[src/rtl/fdm_pkg.sv]
// Package: shared definitions for the function-unit dependency matrix.
// Assumes nothing beyond being compiled before the modules that import it.
package fdm_pkg;

    // Default size of the unit pool.
    parameter int unsigned FDM_DEF_UNITS = 8;

    // Which hazard plane a row of cells belongs to.
    typedef enum logic [0:0] {
        DEP_READ  = 1'b0,   // read-after-write waits, gate the read grant
        DEP_WRITE = 1'b1    // write-after-write waits, gate the write grant
    } dep_kind_e;

endpackage

[src/rtl/fdm_dep_row.sv]
// Module: one row of single-bit dependency cells for one unit in one plane.
// On load it captures the requested dependencies that point at live units.
// In the write plane an in-order flag captures every live unit instead.
// Columns being released are wiped every cycle; the row is wiped on release of its own unit.
// Assumes the caller has already removed the unit's own column and released columns from `live`.
module fdm_dep_row
    import fdm_pkg::*;
#(
    parameter int unsigned NUM_FU = FDM_DEF_UNITS,
    parameter dep_kind_e   KIND   = DEP_READ
) (
    input  logic              clk,
    input  logic              rst_n,
    input  logic              load,
    input  logic              force_all,
    input  logic [NUM_FU-1:0] req,
    input  logic [NUM_FU-1:0] live,
    input  logic [NUM_FU-1:0] clr_col,
    input  logic              clr_row,
    output logic [NUM_FU-1:0] cells
);

    logic [NUM_FU-1:0] set_vec;

    // Select the captured pattern: all live units for in-order writes, else the request.
    always_comb begin
        if (KIND == DEP_WRITE && force_all)
            set_vec = live;
        else
            set_vec = req & live;
    end

    // Cell storage: row release first, then load, else column wipe.
    always_ff @(posedge clk) begin
        if (!rst_n)
            cells <= '0;
        else if (clr_row)
            cells <= '0;
        else if (load)
            cells <= set_vec;
        else
            cells <= cells & ~clr_col;
    end

    AST_COL_WIPED: assert property (@(posedge clk) disable iff (!rst_n)
        (|clr_col) |=> ((cells & $past(clr_col)) == '0));

endmodule

[src/rtl/fdm_grant.sv]
// Module: per-unit grant logic.
// A busy unit with an empty read-plane row may read.
// A reading unit with an empty write-plane row and no hold may commit.
// Assumes the row summaries are single bits per unit (OR of the row).
module fdm_grant #(
    parameter int unsigned NUM_FU = 8
) (
    input  logic [NUM_FU-1:0] busy,
    input  logic [NUM_FU-1:0] raw_any,
    input  logic [NUM_FU-1:0] waw_any,
    input  logic [NUM_FU-1:0] hold,
    output logic [NUM_FU-1:0] rd_go,
    output logic [NUM_FU-1:0] wr_go
);

    // Form both grants from busy state, row summaries and hold.
    always_comb begin
        rd_go = busy & ~raw_any;
        wr_go = rd_go & ~waw_any & ~hold;
    end

endmodule

[src/rtl/fu_dep_matrix.sv]
// Module: function-unit dependency matrix (top).
// Holds a busy flag per unit and two NUM_FU x NUM_FU planes of dependency cells.
// It issues into idle units, grants read and commit, and releases units on commit or kill.
// Assumes NUM_FU >= 2 and issue_fu < NUM_FU. Outputs are combinational from state and
// the per-cycle controls (wr_hold, issue_valid/issue_fu).
module fu_dep_matrix
    import fdm_pkg::*;
#(
    parameter  int unsigned NUM_FU = FDM_DEF_UNITS,
    localparam int unsigned IDX_W  = $clog2(NUM_FU)
) (
    input  logic              clk,
    input  logic              rst_n,
    input  logic              issue_valid,
    input  logic [IDX_W-1:0]  issue_fu,
    input  logic [NUM_FU-1:0] issue_rd_dep,
    input  logic [NUM_FU-1:0] issue_wr_dep,
    input  logic              issue_in_order,
    output logic              issue_accept,
    input  logic [NUM_FU-1:0] wr_hold,
    input  logic [NUM_FU-1:0] wr_done,
    input  logic [NUM_FU-1:0] kill,
    output logic [NUM_FU-1:0] busy,
    output logic [NUM_FU-1:0] rd_go,
    output logic [NUM_FU-1:0] wr_go
);

    logic [NUM_FU-1:0] busy_q;
    logic [NUM_FU-1:0] release_v;
    logic [NUM_FU-1:0] live_v;
    logic [NUM_FU-1:0] load_v;
    logic [NUM_FU-1:0] raw_any;
    logic [NUM_FU-1:0] waw_any;
    logic [NUM_FU-1:0] raw_cells [NUM_FU];
    logic [NUM_FU-1:0] waw_cells [NUM_FU];

    // Release set (honoured commits plus kills) and the units still live after it.
    always_comb begin
        release_v = (wr_done & wr_go) | kill;
        live_v    = busy_q & ~release_v;
    end

    // Accept only into an idle unit.
    always_comb begin
        issue_accept = issue_valid && !busy_q[issue_fu];
    end

    // Busy flags: release beats issue for the same unit.
    always_ff @(posedge clk) begin
        if (!rst_n)
            busy_q <= '0;
        else
            busy_q <= (busy_q | load_v) & ~release_v;
    end

    genvar gi;
    generate
        for (gi = 0; gi < NUM_FU; gi++) begin : g_unit
            localparam logic [NUM_FU-1:0] SELF = NUM_FU'(1) << gi;
            logic [NUM_FU-1:0] live_row;

            // Decode the issue index and exclude the unit's own column.
            always_comb begin
                load_v[gi] = issue_accept && (issue_fu == IDX_W'(gi));
                live_row   = live_v & ~SELF;
            end

            fdm_dep_row #(.NUM_FU(NUM_FU), .KIND(DEP_READ)) u_raw_row (
                .clk       (clk),
                .rst_n     (rst_n),
                .load      (load_v[gi]),
                .force_all (1'b0),
                .req       (issue_rd_dep),
                .live      (live_row),
                .clr_col   (release_v),
                .clr_row   (release_v[gi]),
                .cells     (raw_cells[gi])
            );

            fdm_dep_row #(.NUM_FU(NUM_FU), .KIND(DEP_WRITE)) u_waw_row (
                .clk       (clk),
                .rst_n     (rst_n),
                .load      (load_v[gi]),
                .force_all (issue_in_order),
                .req       (issue_wr_dep),
                .live      (live_row),
                .clr_col   (release_v),
                .clr_row   (release_v[gi]),
                .cells     (waw_cells[gi])
            );

            // Summarise each row for the grant logic.
            always_comb begin
                raw_any[gi] = |raw_cells[gi];
                waw_any[gi] = |waw_cells[gi];
            end

            AST_CELLS_ONLY_BUSY: assert property (@(posedge clk) disable iff (!rst_n)
                ((raw_cells[gi] | waw_cells[gi]) & ~busy_q) == '0);
            AST_IDLE_ROW_EMPTY: assert property (@(posedge clk) disable iff (!rst_n)
                !busy_q[gi] |-> ((raw_cells[gi] | waw_cells[gi]) == '0));
            AST_NO_WR_GO_ON_DEP: assert property (@(posedge clk) disable iff (!rst_n)
                wr_go[gi] |-> (((raw_cells[gi] | waw_cells[gi]) & busy_q) == '0));
            AST_HOLD_BLOCKS: assert property (@(posedge clk) disable iff (!rst_n)
                wr_hold[gi] |-> !wr_go[gi]);
            AST_WR_NEEDS_RD: assert property (@(posedge clk) disable iff (!rst_n)
                wr_go[gi] |-> rd_go[gi]);
            AST_KILL_FREES: assert property (@(posedge clk) disable iff (!rst_n)
                kill[gi] |=> !busy_q[gi]);
            AST_DONE_FREES: assert property (@(posedge clk) disable iff (!rst_n)
                (wr_done[gi] && wr_go[gi]) |=> !busy_q[gi]);
        end
    endgenerate

    fdm_grant #(.NUM_FU(NUM_FU)) u_grant (
        .busy    (busy_q),
        .raw_any (raw_any),
        .waw_any (waw_any),
        .hold    (wr_hold),
        .rd_go   (rd_go),
        .wr_go   (wr_go)
    );

    // Drive the busy port from state.
    always_comb begin
        busy = busy_q;
    end

    AST_ISSUE_MAKES_BUSY: assert property (@(posedge clk) disable iff (!rst_n)
        (issue_accept && !kill[issue_fu]) |=> busy_q[$past(issue_fu)]);

endmodule

[config.mk]
export PLATFORM = sky130hd
export DESIGN_NAME = fu_dep_matrix
export DESIGN_NICKNAME = d
export VERILOG_FILES = /design/src/rtl/fdm_pkg.sv /design/src/rtl/fdm_dep_row.sv /design/src/rtl/fdm_grant.sv /design/src/rtl/fu_dep_matrix.sv
export SDC_FILE = /design/constraint.sdc
export NUM_CORES = 1
export LEC_CHECK = 0
export CORE_ASPECT_RATIO = 0.75
export CORE_MARGIN = 2
export CORE_UTILIZATION = 45
export DETAILED_ROUTE_END_ITERATION = 12
export PLACE_DENSITY = 0.69
export SETUP_SLACK_MARGIN = 0.15
export SLEW_MARGIN = 5
export SYNTH_ARGS = -nofsm -noshare
export SYNTH_HDL_FRONTEND = slang
export SYNTH_HIERARCHICAL = 1
export SYNTH_SLANG_ARGS = --single-unit
export TNS_END_PERCENT = 10
[constraint.sdc]
create_clock -name clk -period 2.2 [get_ports clk]
set_input_delay 0.44 -clock clk [delete_from_list [all_inputs] [get_ports clk]]
set_output_delay 0.44 -clock clk [all_outputs]
set_load 0.005 [all_outputs]
# ---- After elaboration in Yosys (flattened, before gate mapping)
# Index checks and enable logic that the tools add are counted.
dict set report classes {
  n_lt_le_gt_ge 1
  n_eq_ne 7
  muxes 26
  bitwise 45
  n_reduce_logical 35
}
# op count
set op_table {}
lappend op_table {{bitwise AND 8 bit} 36}
lappend op_table {{2-to-1 mux 8 bit} 24}
lappend op_table {{OR reduction 8 bit} 16}
lappend op_table {{inverter 8 bit} 4}
lappend op_table {{bitwise AND 8 x 7 -> 8 bit} 2}
lappend op_table {{OR 8 bit} 2}
lappend op_table {{OR reduction 2 bit} 8}
lappend op_table {{equality test 3 bit, second input constant} 4}
lappend op_table {{logical AND 1 bit} 9}
lappend op_table {{equality test 3 x 2 -> 1 bit, second input constant} 2}
lappend op_table {{< comparator 3 x 4 -> 1 bit, second input constant} 1}
lappend op_table {{binary-select mux 1 bit (select 3 bit)} 1}
lappend op_table {{equality test 3 x 1 -> 1 bit, second input constant} 1}
lappend op_table {{logical NOT 3 bit} 1}
lappend op_table {{logical NOT 1 bit} 1}
lappend op_table {{2-to-1 mux 1 bit} 1}
lappend op_table {{inverter 1 bit} 1}
dict set report totals {
  reg_bits 136
  out_inout_bits 25
}

# ---- Logic depth before layout (Yosys ltp)
dict set report depth {
  depth_word 12
  depth_mapped 8
}

# ---- By module
# The synthesis kept the hierarchy.
# module instances cells_per_inst area_each_um2 seq_area_each_um2
set modules_own_cells {}
lappend modules_own_cells {{fdm_dep_row (g_unit[0].u_waw_row ...)} 8 36 355.3 160.2}
lappend modules_own_cells {{fdm_dep_row (g_unit[0].u_raw_row ...)} 8 35 332.8 160.2}
lappend modules_own_cells {fu_dep_matrix 1 122 847.1 160.2}
lappend modules_own_cells {fdm_grant 1 16 180.2 0.0}

# ---- Least setup slack after synthesis
# Ideal clock, no wire load.
dict set report synth_timing {
  kind {input -> register}
  from {input port issue_fu[1]}
  to {register g_unit[3].u_waw_row.cells[5]}
  setup_ps 128
  arrival_ps 2083
  t_required_ps 2072
  setup_slack_ps -11
  path_stages 6
  path_cell_list {buf_6 nand2_1 nor4b_1 buf_6 or3b_1 a21oi_1}
}
dict set report synth_via {
  elab_chain_len 6
  elab_cells_between_ends 7
  cone_classes {1 x eq/ne; 3 x mux; 3 x reduce/logical}
}
# element line
set synth_rtl {}
lappend synth_rtl {{start: declaration} fu_dep_matrix.sv:15} ;# input logic [IDX_W-1:0] issue_fu,
lappend synth_rtl {{binary-select mux 1 bit (select 3 bit)} fu_dep_matrix.sv:45} ;# issue_accept = issue_valid && !busy_q[issue_fu];
lappend synth_rtl {{2-to-1 mux 1 bit (implied by the code)} fu_dep_matrix.sv:45}
lappend synth_rtl {{logical NOT 1 bit} fu_dep_matrix.sv:45}
lappend synth_rtl {{logical AND 1 bit} fu_dep_matrix.sv:45}
lappend synth_rtl {{logical AND 1 bit (*)} fu_dep_matrix.sv:64} ;# load_v[gi] = issue_accept && (issue_fu == IDX_W'(gi));
lappend synth_rtl {{named net load_v[3]} fu_dep_matrix.sv:31} ;# logic [NUM_FU-1:0] load_v;
lappend synth_rtl {{2-to-1 mux 8 bit (*)} fdm_dep_row.sv:39} ;# else if (load)
lappend synth_rtl {{end signal: assignment} fdm_dep_row.sv:40} ;# cells <= set_vec;
lappend synth_rtl {{end signal: assignment} fdm_dep_row.sv:42} ;# cells <= cells & ~clr_col;
lappend synth_rtl {{end: declaration} fdm_dep_row.sv:20} ;# output logic [NUM_FU-1:0] cells
# The timed path passes the listed nets; every way through them passes the cells marked *. The select of a mux whose other input is x is not followed.
# A chain may end at the register's enable or synchronous reset.

# ---- Worst setup path in the final report
dict set report layout_timing {
  from {register g_unit[1].u_waw_row.cells[6]}
  to {register g_unit[4].u_waw_row.cells[1]}
}
dict set report layout_via {
  elab_chain_len 11
  elab_cells_between_ends 12
  cone_classes {2 x mux; 9 x bitwise; 1 x reduce/logical}
}
# element line
set layout_rtl {}
lappend layout_rtl {{start: declaration} fdm_dep_row.sv:20}
lappend layout_rtl {{start signal: assignment} fdm_dep_row.sv:40}
lappend layout_rtl {{start signal: assignment} fdm_dep_row.sv:42}
lappend layout_rtl {{OR reduction 8 bit (*)} fu_dep_matrix.sv:95} ;# waw_any[gi] = |waw_cells[gi];
lappend layout_rtl {{named net waw_any[1]} fu_dep_matrix.sv:33} ;# logic [NUM_FU-1:0] waw_any;
lappend layout_rtl {{inverter 8 bit (*)} fdm_grant.sv:19} ;# wr_go = rd_go & ~waw_any & ~hold;
lappend layout_rtl {{bitwise AND 8 bit (*) (2 in a row)} fdm_grant.sv:19}
lappend layout_rtl {{bitwise AND 8 bit (*)} fu_dep_matrix.sv:39} ;# release_v = (wr_done & wr_go) | kill;
lappend layout_rtl {{OR 8 bit (*)} fu_dep_matrix.sv:39}
lappend layout_rtl {{inverter 8 bit (*)} fu_dep_matrix.sv:40} ;# live_v = busy_q & ~release_v;
lappend layout_rtl {{bitwise AND 8 bit (*)} fu_dep_matrix.sv:40}
lappend layout_rtl {{named net live_v[1]} fu_dep_matrix.sv:30} ;# logic [NUM_FU-1:0] live_v;
lappend layout_rtl {{bitwise AND 8 bit} fdm_dep_row.sv:30} ;# set_vec = req & live;
lappend layout_rtl {{2-to-1 mux 8 bit (*)} fdm_dep_row.sv:27} ;# if (KIND == DEP_WRITE && force_all)
lappend layout_rtl {{2-to-1 mux 8 bit (*)} fdm_dep_row.sv:39}
lappend layout_rtl {{end signal: assignment} fdm_dep_row.sv:40}
lappend layout_rtl {{end signal: assignment} fdm_dep_row.sv:42}
lappend layout_rtl {{end: declaration} fdm_dep_row.sv:20}
# The timed path passes the listed nets; every way through them passes the cells marked *.

==> results.sh <==
export IMPL_timing_rr_start="g_unit[1].u_waw_row/cells[6]"
export IMPL_wl_per_cell_um=22.6
export IMPL_hold_ws_ps=560
export IMPL_clk_pin_slew_ps=60
export IMPL_io_buffers=71
export IMPL_clockBufferDepth=2
export IMPL_hp_class="flop to flop"
export IMPL_die_w_um=143
export IMPL_grt_max_degree=33
export IMPL_fill_cells=1086
export IMPL_violations="negative setup slack"
export IMPL_dieArea_um2=15500
export IMPL_synthFlopType="dfxtp_1"
export IMPL_yosys_warnings=6
export IMPL_antennaDiodeCount=0
export IMPL_regArea_um2=2760
export IMPL_worstHoldStart="g_unit[7].u_waw_row/cells[5]"
export IMPL_rr_worst_depth=14
export IMPL_finalSetupViolCount=44
export IMPL_rsz0062_at_grt="yes"
export IMPL_max_cap_violations=0
export IMPL_wirelength_um=24100
export IMPL_cts_tree="done"
export IMPL_drt_vias_per_instance=6.16
export IMPL_via_count=6583
export IMPL_slew_headroom_pct=46.6
export IMPL_power_leakage_nw=3.32
export IMPL_cp_end_kind="flop"
export IMPL_max_freq_ghz=0.423
export IMPL_critPathMaxFanout=7
export IMPL_clock_skew_ps=11.9
export IMPL_path_class="flop to flop"
export IMPL_finalPower_mw=5.88
export IMPL_cts_root_buf="clkbuf_16"
export IMPL_holdPathEnd="g_unit[7].u_waw_row/cells[5]"
export IMPL_grt_usage_pct=31.5
export IMPL_nNetsFinal=903
export IMPL_grt_pass1_wl_um=36800
export IMPL_critPathLaunchType="flop"
export IMPL_yosysSeqAreaShare_pct=41.7
export IMPL_detail_route_antenna_nets=0
export IMPL_area_delta_synth_final_pct=44.6
export IMPL_reg2reg_slack_ps=-160
export IMPL_multiInputGateArea_um2=4150
export IMPL_drive_gt1_share_pct=41.1
export IMPL_grt_ovfl_total=0
export IMPL_cts_sinks=136
export IMPL_initial_core_util_pct=45.6
export IMPL_drcViolationCount=0
export IMPL_vdd_drop_max_mv=0.488
export IMPL_die_h_um=108
export IMPL_arrival_ps=2660
export IMPL_holdBufCountCts=0
export IMPL_io_pins=72
export IMPL_synth_edf_count=0
export IMPL_finalCritPeriodShare_pct=107
export IMPL_yosys_register_bits=136
export IMPL_netlist_area_um2=6530
export IMPL_setup_ws_ps=-164
export IMPL_cts_made_buffers=17
export IMPL_synthCells=706
export IMPL_syn_area_per_cell_um2=9.25
export IMPL_pwr_density_cell_nw_per_um2=622
export IMPL_worst_pin_slew_ps=798
export IMPL_ys_types=31
export IMPL_hold_depth=2
export IMPL_hpwl_um=14400
export IMPL_final_max_slew_viol_count=0
export IMPL_synthArstFlopShare_pct=0
export IMPL_globalplace_congestion=0.865
export IMPL_r2r_end="g_unit[4].u_waw_row/cells[1]"
export IMPL_status="finished, violations left"
export IMPL_insertion_delay_ps=420
export IMPL_htreeDepth=4
export IMPL_drtIter0Drc=643
export IMPL_min_period_ps=2360
export IMPL_antenna_found_initial=1
export IMPL_core_area_um2=14300
export IMPL_hold_viol=0
export IMPL_grt_pass1_vias=6584
export IMPL_critPathRequiredTime_ps=2500
export IMPL_rows=38
export IMPL_first_pass_iters=7
==> where the power goes <==
| part | switching [mW] | internal (mW) |
|---|---|---|
| sequential | 0.00683 | 2.47 |
| clock | 1.15 | 1.70 |
| combinational | 0.327 | 0.224 |
==> sequential cells by signal (all words and copies together), names as in the netlist <==
register,cells
busy,8
g_unit.u_raw_row/cells,64
g_unit.u_waw_row/cells,64
==> metal layers <==
metal	up-vias	share of wire, %	GRT usage (%)
met2	306	48	50.9
li1	2968	-	-
met4	0	2.8	13.2
met1	3236	42	42.2
met3	73	7.4	5.14
met5	-	0	0
==> stage by stage <==
step                setup slack [ps]  TNS, ps  utilization, %  area [µm²]  std cells
floorplan                       34.4        0               -        6600        721
global placement                -379    -5760            56.3        8060       1016
detailed placement              -402   -12110            56.3        8060       1016
CTS                             -111    -2470            64.1        9170       1069
global route                    -284    -8200            66.0        9440       1069
finish                          -164    -3320            66.0        9440       1069
==> critical path, cell delays in order (launching register included) <==
cell,delay (ps)
dfxtp_2,330
nor4_4,310
nand2_1,110
nor4b_2,310
buf_4,170
buf_6,80
buf_6,80
buf_6,80
buf_6,80
a21oi_4,50
buf_6,110
and2_4,180
buf_12,150
o211ai_1,100
a21oi_1,90
==> cell usage after synthesis (2+ instances only) <==
| cell | n | area share [%] |
|---|---|---|
| o211a_1 | 7 | 1.1 |
| nor4b_2 | 8 | 1.8 |
| nor4_1 | 34 | 3.3 |
| nand3_1 | 64 | 4.9 |
| nand2_1 | 19 | 1.1 |
| clkbuf_1 | 8 | 0.46 |
| nand2b_1 | 17 | 1.6 |
| a21oi_1 | 136 | 10 |
| or3b_1 | 32 | 4.3 |
| o211ai_1 | 64 | 7.4 |
| mux2_4 | 2 | 0.46 |
| nor3_1 | 6 | 0.46 |
| buf_1 | 9 | 0.52 |
| and2_1 | 8 | 0.77 |
| inv_1 | 8 | 0.46 |
| nor2_1 | 8 | 0.46 |
| and2b_1 | 8 | 0.92 |
| or3b_2 | 96 | 13 |
| buf_6 | 18 | 3.1 |
| clkbuf_2 | 8 | 0.61 |
| dfxtp_1 | 136 | 42 |
==> worst max-delay path by stage <==
stage,start,to,cells after the start
floorplan,issue_fu[1],g_unit[0].u_waw_row/cells[5],7
detailed placement,issue_fu[1],issue_accept,6
global route,g_unit[1].u_waw_row/cells[6],g_unit[4].u_waw_row/cells[1],14
finish,g_unit[1].u_waw_row/cells[6],g_unit[4].u_waw_row/cells[1],14
CTS,g_unit[1].u_waw_row/cells[6],g_unit[2].u_waw_row/cells[1],14
global placement,issue_fu[1],issue_accept,6
==> cells by family after synthesis <==
group           count (synthesis)  share of synthesized area [%]
other cells                     1                         0.0574
mux                             4                          0.785
buf+inv                        51                           5.15
flops                         136                           41.7
simple gates                  303                           32.9
compound gates                211                           19.4
==> cell type report <==
cell class / count / area share (%)
inverter: 8 / 0.318
timing repair buffer: 159 / 17.7
clock inverter: 14 / 1.56
clock buffer: 18 / 4.65
multi-input combinational: 534 / 43.9
sequential: 136 / 29.2
tap: 200 / 2.65
==> what timing repair did <==
action                                  CTS  global route
endpoints found under the setup margin  137           146
resized for setup                       140            70
setup buffers                            19             0
pin swaps                                41            50
cloned                                    2             0
hold endpoints to repair                  0             0
==> placed cells by master (no fill, tap or decap), types with 4 or more instances in the layout <==
master and instances:
nor4b_4 6, nand2_1 16, o211ai_1 64, a21oi_2 10
inv_1 6, dlygate4sd2_1 4, nand3_2 7, clkdlybuf4s50_1 52
nor4_1 5, and2_4 5, clkinvlp_4 5, a21oi_1 124
or3b_1 32, o211a_1 7, nor2_1 7, or3b_2 96
nand2b_4 9, buf_4 50, dfxtp_1 109, nor3_2 5
clkbuf_16 17, nand3_1 54, conb_1 16, dfxtp_2 27
nor4_2 17, and2b_1 8, buf_2 9, nor4_4 12
buf_6 16, buf_12 21, nand2b_2 8
Power figures use the tool's default switching activity.
